===== src/rtl/sdv_pkg.sv =====
package sdv_pkg;

  localparam int unsigned LINE_W = 10;

  // number of lines in a frame for the selected standard
  function automatic logic [LINE_W-1:0] frame_lines(input logic is625);
    return is625 ? LINE_W'(625) : LINE_W'(525);
  endfunction

  // field flag for a line number (lines count from 1)
  function automatic logic field_bit(input logic is625, input logic [LINE_W-1:0] ln);
    if (is625) return (ln >= LINE_W'(313));
    return (ln >= LINE_W'(266)) || (ln <= LINE_W'(3));
  endfunction

  // vertical blanking flag for a line number
  function automatic logic vblank_bit(input logic is625, input logic [LINE_W-1:0] ln);
    if (is625)
      return (ln <= LINE_W'(22)) || (ln >= LINE_W'(311) && ln <= LINE_W'(335)) ||
             (ln >= LINE_W'(624));
    return (ln <= LINE_W'(19)) || (ln >= LINE_W'(264) && ln <= LINE_W'(282));
  endfunction

  // status byte of a timing code with its protection bits
  function automatic logic [7:0] code_word(input logic f, input logic v, input logic h);
    return {1'b1, f, v, h, v ^ h, f ^ h, f ^ v, f ^ v ^ h};
  endfunction

endpackage


===== src/rtl/sdv_hcount.sv =====
module sdv_hcount #(
  parameter int ACT_CLKS  = 1440,
  parameter int BLANK_525 = 268,
  parameter int BLANK_625 = 280,
  parameter int HW        = 11
) (
  input  logic          clk_i,
  input  logic          rst_i,
  input  logic          is625_i,
  output logic [HW-1:0] hcnt_o,
  output logic          line_end_o
);
  localparam int TOT_525 = 8 + BLANK_525 + ACT_CLKS;
  localparam int TOT_625 = 8 + BLANK_625 + ACT_CLKS;

  logic [HW-1:0] last_pos;

  assign last_pos   = is625_i ? HW'(TOT_625 - 1) : HW'(TOT_525 - 1);
  assign line_end_o = (hcnt_o == last_pos);

  always_ff @(posedge clk_i) begin
    if (rst_i)           hcnt_o <= '0;
    else if (line_end_o) hcnt_o <= '0;
    else                 hcnt_o <= hcnt_o + HW'(1);
  end

  assert_hwrap_R1: assert property (@(posedge clk_i) disable iff (rst_i)
    line_end_o |=> (hcnt_o == '0));

  assert_hrange_R1: assert property (@(posedge clk_i) disable iff (rst_i)
    hcnt_o <= last_pos);

endmodule


===== src/rtl/sdv_vcount.sv =====
module sdv_vcount
  import sdv_pkg::*;
(
  input  logic              clk_i,
  input  logic              rst_i,
  input  logic              line_end_i,
  input  logic              std625_i,
  output logic              is625_o,
  output logic [LINE_W-1:0] line_o,
  output logic              f_o,
  output logic              v_o,
  output logic              frame_end_o
);
  logic [LINE_W-1:0] last_line;

  assign last_line   = frame_lines(is625_o);
  assign frame_end_o = line_end_i && (line_o == last_line);
  assign f_o         = field_bit(is625_o, line_o);
  assign v_o         = vblank_bit(is625_o, line_o);

  always_ff @(posedge clk_i) begin
    if (rst_i || frame_end_o) begin
      line_o  <= LINE_W'(1);
      is625_o <= std625_i;
    end else if (line_end_i) begin
      line_o  <= line_o + LINE_W'(1);
    end
  end

  assert_std_hold_R11: assert property (@(posedge clk_i) disable iff (rst_i)
    !frame_end_o |=> $stable(is625_o));

  assert_frame_wrap_R1: assert property (@(posedge clk_i) disable iff (rst_i)
    frame_end_o |=> (line_o == LINE_W'(1)));

  assert_line_range_R10: assert property (@(posedge clk_i) disable iff (rst_i)
    (line_o >= LINE_W'(1)) && (line_o <= last_line));

endmodule


===== src/rtl/sdv_stream.sv =====
module sdv_stream
  import sdv_pkg::*;
#(
  parameter int BLANK_525 = 268,
  parameter int BLANK_625 = 280,
  parameter int HW        = 11
) (
  input  logic [HW-1:0] hcnt_i,
  input  logic          is625_i,
  input  logic          f_i,
  input  logic          v_i,
  input  logic [7:0]    pix_i,
  output logic [7:0]    data_o,
  output logic          hflag_o,
  output logic          req_o,
  output logic [HW-1:0] sav_pos_o,
  output logic [HW-1:0] act_pos_o
);
  logic in_eav, in_sav, in_act;
  logic [1:0] phase;

  assign sav_pos_o = is625_i ? HW'(4 + BLANK_625) : HW'(4 + BLANK_525);
  assign act_pos_o = is625_i ? HW'(8 + BLANK_625) : HW'(8 + BLANK_525);

  assign in_eav  = (hcnt_i < HW'(4));
  assign in_sav  = (hcnt_i >= sav_pos_o) && (hcnt_i < act_pos_o);
  assign in_act  = (hcnt_i >= act_pos_o);
  assign hflag_o = (hcnt_i < sav_pos_o);
  assign req_o   = in_act && !v_i;
  assign phase   = in_eav ? hcnt_i[1:0] : 2'(hcnt_i - sav_pos_o);

  always_comb begin
    if (in_eav || in_sav) begin
      case (phase)
        2'd0:    data_o = 8'hFF;
        2'd1,
        2'd2:    data_o = 8'h00;
        default: data_o = code_word(f_i, v_i, in_eav);
      endcase
    end else if (req_o) begin
      data_o = pix_i;
    end else begin
      data_o = hcnt_i[0] ? 8'h10 : 8'h80;
    end
  end

endmodule


===== src/rtl/sdv_timing_gen.sv =====
module sdv_timing_gen
  import sdv_pkg::*;
#(
  parameter int ACT_CLKS  = 1440,
  parameter int BLANK_525 = 268,
  parameter int BLANK_625 = 280
) (
  input  logic       clk_i,
  input  logic       rst_i,
  input  logic       std625_i,
  input  logic [7:0] pix_i,
  output logic [7:0] data_o,
  output logic       hsync_o,
  output logic       vsync_o,
  output logic       req_o
);
  localparam int BLANK_MAX = (BLANK_625 > BLANK_525) ? BLANK_625 : BLANK_525;
  localparam int TOT_MAX   = 8 + BLANK_MAX + ACT_CLKS;
  localparam int HW        = $clog2(TOT_MAX);

  logic [HW-1:0]     hcnt_w;
  logic              line_end_w;
  logic              is625_w;
  logic [LINE_W-1:0] line_w;
  logic              f_w, v_w, frame_end_w;
  logic [HW-1:0]     sav_pos_w, act_pos_w;

  sdv_hcount #(
    .ACT_CLKS(ACT_CLKS), .BLANK_525(BLANK_525), .BLANK_625(BLANK_625), .HW(HW)
  ) u_hcount (
    .clk_i(clk_i), .rst_i(rst_i), .is625_i(is625_w),
    .hcnt_o(hcnt_w), .line_end_o(line_end_w)
  );

  sdv_vcount u_vcount (
    .clk_i(clk_i), .rst_i(rst_i), .line_end_i(line_end_w), .std625_i(std625_i),
    .is625_o(is625_w), .line_o(line_w), .f_o(f_w), .v_o(v_w),
    .frame_end_o(frame_end_w)
  );

  sdv_stream #(
    .BLANK_525(BLANK_525), .BLANK_625(BLANK_625), .HW(HW)
  ) u_stream (
    .hcnt_i(hcnt_w), .is625_i(is625_w), .f_i(f_w), .v_i(v_w), .pix_i(pix_i),
    .data_o(data_o), .hflag_o(hsync_o), .req_o(req_o),
    .sav_pos_o(sav_pos_w), .act_pos_o(act_pos_w)
  );

  assign vsync_o = f_w;

  // request only opens at the first active clock of a picture line
  assert_req_open_R9: assert property (@(posedge clk_i) disable iff (rst_i)
    $rose(req_o) |-> (hcnt_w == act_pos_w) && !v_w);

  assert_req_vblank_R8: assert property (@(posedge clk_i) disable iff (rst_i)
    req_o |-> !v_w);

  assert_hsync_fall_R5: assert property (@(posedge clk_i) disable iff (rst_i)
    $fell(hsync_o) |-> (hcnt_w == sav_pos_w));

  assert_field_edge_R6: assert property (@(posedge clk_i) disable iff (rst_i)
    !$stable(vsync_o) |-> (hcnt_w == '0));

  assert_std_at_wrap_R11: assert property (@(posedge clk_i) disable iff (rst_i)
    !$stable(is625_w) |-> (line_w == LINE_W'(1)) && (hcnt_w == '0));

endmodule


===== config.mk =====
export PLATFORM = sky130hd
export DESIGN_NAME = sdv_timing_gen
export DESIGN_NICKNAME = d
export VERILOG_FILES = /design/src/rtl/sdv_pkg.sv /design/src/rtl/sdv_hcount.sv /design/src/rtl/sdv_vcount.sv /design/src/rtl/sdv_stream.sv /design/src/rtl/sdv_timing_gen.sv
export SDC_FILE = /design/constraint.sdc
export NUM_CORES = 1
export LEC_CHECK = 0
export BUFFER_PORTS_ARGS = -buffer_cell sky130_fd_sc_hd__buf_2
export CAP_MARGIN = 25
export CORE_ASPECT_RATIO = 0.75
export CORE_MARGIN = 2
export CORE_UTILIZATION = 30
export CTS_CLUSTER_SIZE = 14
export DETAILED_ROUTE_END_ITERATION = 6
export PLACE_DENSITY_LB_ADDON = 0.05
export SETUP_SLACK_MARGIN = 0.4
export SYNTH_ARGS = -nofsm -noshare
export SYNTH_HDL_FRONTEND = slang
export SYNTH_HIERARCHICAL = 1
export SYNTH_SLANG_ARGS = --single-unit

===== constraint.sdc =====
create_clock -name clk_i -period 3.5 [get_ports clk_i]
set_clock_uncertainty 0.15 [all_clocks]
set_input_delay 1.05 -clock clk_i [delete_from_list [all_inputs] [get_ports clk_i]]
set_output_delay 1.05 -clock clk_i [all_outputs]
set_load 0.02 [all_outputs]

==> flow_metrics.env <==
export IMPL_grt_remaining_overflow=0
export IMPL_placed_cell_area_sq_mm=0.00243
export IMPL_cp_end_kind="output port"
export IMPL_htreeDepth=1
export IMPL_die_w_um=99.2
export IMPL_grt_util_all_layers_pct=15.3
export IMPL_cts_root_buffer="clkbuf_8"
export IMPL_worst_hold_path_num_cells=2
export IMPL_antenna_found_initial=0
export IMPL_ant_nets=0
export IMPL_hold_violations=0
export IMPL_cpMostUsedCell="buf_4"
export IMPL_antenna_cells=0
export IMPL_die_area_sq_mm=0.00748
export IMPL_rsz0062_at_grt="true"
export IMPL_power_uw=667
export IMPL_drv_slew=0
export IMPL_wl_met2_um=2340
export IMPL_clk_pin_slew_ns=0.10
export IMPL_r2r_cells=8
export IMPL_setup_viol=3
export IMPL_critPathLaunchType="flop"
export IMPL_criticalPathCategory="flop to output port"
export IMPL_clkSinkCount=22
export IMPL_slowest_stage="dfxtp_4"
export IMPL_reg2reg_to="u_vcount/line_o[7]"
export IMPL_io_buffers=21
export IMPL_area_growth_pct=31.9
export IMPL_grt_pass1_vias=1800
export IMPL_yosysWarnings=6
export IMPL_gp_congestion=0.740
export IMPL_layout_commonest_cell="buf_4"
export IMPL_ios=22
export IMPL_tritoncts="done"
export IMPL_max_clock_path_buffers=2
export IMPL_grt_pass1_wl_um=9250
export IMPL_cp_top_family="compound AO/OA/AOI/OAI gates"
export IMPL_initial_core_util_pct=31.7
export IMPL_violations="setup timing"
export IMPL_synth_nets=262
export IMPL_syn_inst=239
export IMPL_p_leak_uw=0.000982
export IMPL_relSlewSlack_pct=49.1
export IMPL_finalCritPeriodShare_pct=102
export IMPL_swShare_pct=29.6
export IMPL_max_freq_mhz=280
export IMPL_min_delay_start="u_vcount/line_o[0]"
export IMPL_cp_required_ns=2.30
export IMPL_coreArea_sq_mm=0.00644
export IMPL_pwr_share_clk_pct=33.5
export IMPL_p_comb_share_pct=27.6
export IMPL_peakVddDrop_uv=124
export IMPL_worst_slew_pin_slew_ns=0.764
export IMPL_row_count=25
export IMPL_wl_met1_um=2930
export IMPL_status="finished with violations"
export IMPL_worst_ep_arrival_time_ns=2.37
export IMPL_grt_max_degree=14
export IMPL_path_cells="ha_4 > a21oi_2 > a2bb2oi_2 > o311a_1 > a32oi_2 > buf_4 > buf_4 > o21ai_1 > nand2_1 > nor3_4 > mux2i_4 > buf_6"
export IMPL_clock_latency_ns=0.27
export IMPL_reg2reg_from="u_vcount/is625_o"
export IMPL_hp_class="flop to flop"
export IMPL_regToRegSetupSlack_ns=0.95
export IMPL_avgSynthCellArea_sq_um=8.54
export IMPL_final_cell_mix="31 x buf_4, 17 x nor2_1, 13 x buf_2, 13 x dfxtp_1"
export IMPL_path_buf_inv=3
export IMPL_p_seq_share_pct=38.9
export IMPL_cts_inserted_buffers=3
export IMPL_layout_drive_gt1_share_pct=40.2
export IMPL_internal_power_uw=470
export IMPL_cp_max_fo=5
export IMPL_vias=1921
export IMPL_dpl_hpwl_um=4030
export IMPL_design_area_sq_mm=0.00269
export IMPL_dr_pass1_iters=4
export IMPL_cap_violations=0
export IMPL_wl_met3_um=233
export IMPL_setup_ws_ns=-0.0659
export IMPL_nNetsFinal=300
export IMPL_route_detailed_drc=0
export IMPL_cpPeakStageDelay_ns=0.41
export IMPL_viasPerCell=5.38
export IMPL_wl_um=5530
export IMPL_synthesis_area_sq_mm=0.00204
export IMPL_power_density_mw_per_mm2=248
export IMPL_fin_util_pct=41.8
export IMPL_maxUsedRoutingLayer="met4"
export IMPL_drtIter0Drc=91
export IMPL_holdPathEnd="u_vcount/line_o[0]"
export IMPL_min_period_ns=3.57
export IMPL_p_sw_uw=197
export IMPL_wl_per_cell_um=15.5
export IMPL_fp_dieH_um=75.4
[cell type report]
type	count	area, sq um
Fill cell	655	3750
Tap cell	81	101
Inverter	9	33.8
Clock buffer	4	66.3
Multi-Input combinational cell	192	1660
Sequential cell	22	463
Timing Repair Buffer	49	372
[per-stage QoR]
step	cells	setup WS, ns	setup TNS [ns]	hold slack, ns
floorplan	239	0.256	0	0.385
global placement	345	0.0836	0	0.429
detailed placement	345	0.0637	0	0.431
CTS	355	-0.0853	-0.272	0.411
global route	357	-0.172	-0.855	0.440
finish	357	-0.0659	-0.172	0.409
[registers in the layout, indices dropped and copies added (netlist names)]
signal	cells
u_hcount/hcnt_o	11
u_vcount/line_o	10
u_vcount/is625_o	1
[timing repair]
item / in CTS / in global routing
hold buffers: 0 / 0
endpoints found under the hold margin: 0 / 0
buffers inserted: 6 / 2
pin swaps: 10 / 7
setup endpoints to repair: 9 / 10
resized for setup: 24 / 11
[layer usage]
| metal | vias up | track usage [%] |
|---|---|---|
| met3 | 4 | 2.11 |
| li1 | 973 | - |
| met5 | - | 0 |
| met1 | 902 | 23.4 |
| met2 | 42 | 23.4 |
| met4 | 0 | 2.28 |
[power groups by stage]
stage                     Sequential, uW  Clock [uW]  Combinational (uW)
after global routing                 260         239                 199
after global placement               266           0                 156
after CTS                            260         231                 182
after detailed placement             267           0                 155
after floorplan                      267           0                 112
final                                259         224                 184
[worst min-delay path, stage by stage (launching register included)]
cell	delay, ns
dfxtp_4	0.41
xnor2_1	0.07
nand2b_1	0.06
[worst max path at each step]
| stage | from | end | slack [ns] | cells past startpoint |
|---|---|---|---|---|
| final | u_vcount/line_o[0] | data_o[7] | -0.07 | 12 |
| after CTS | u_vcount/line_o[0] | data_o[0] | -0.09 | 11 |
| after detailed placement | u_vcount/is625_o | data_o[0] | 0.06 | 8 |
| after floorplan | u_vcount/line_o[7] | data_o[3] | 0.26 | 10 |
| after global routing | u_vcount/line_o[0] | data_o[7] | -0.17 | 12 |
| after global placement | u_vcount/line_o[0] | data_o[0] | 0.08 | 11 |
Note: power is estimated with default switching activity, not from simulation.
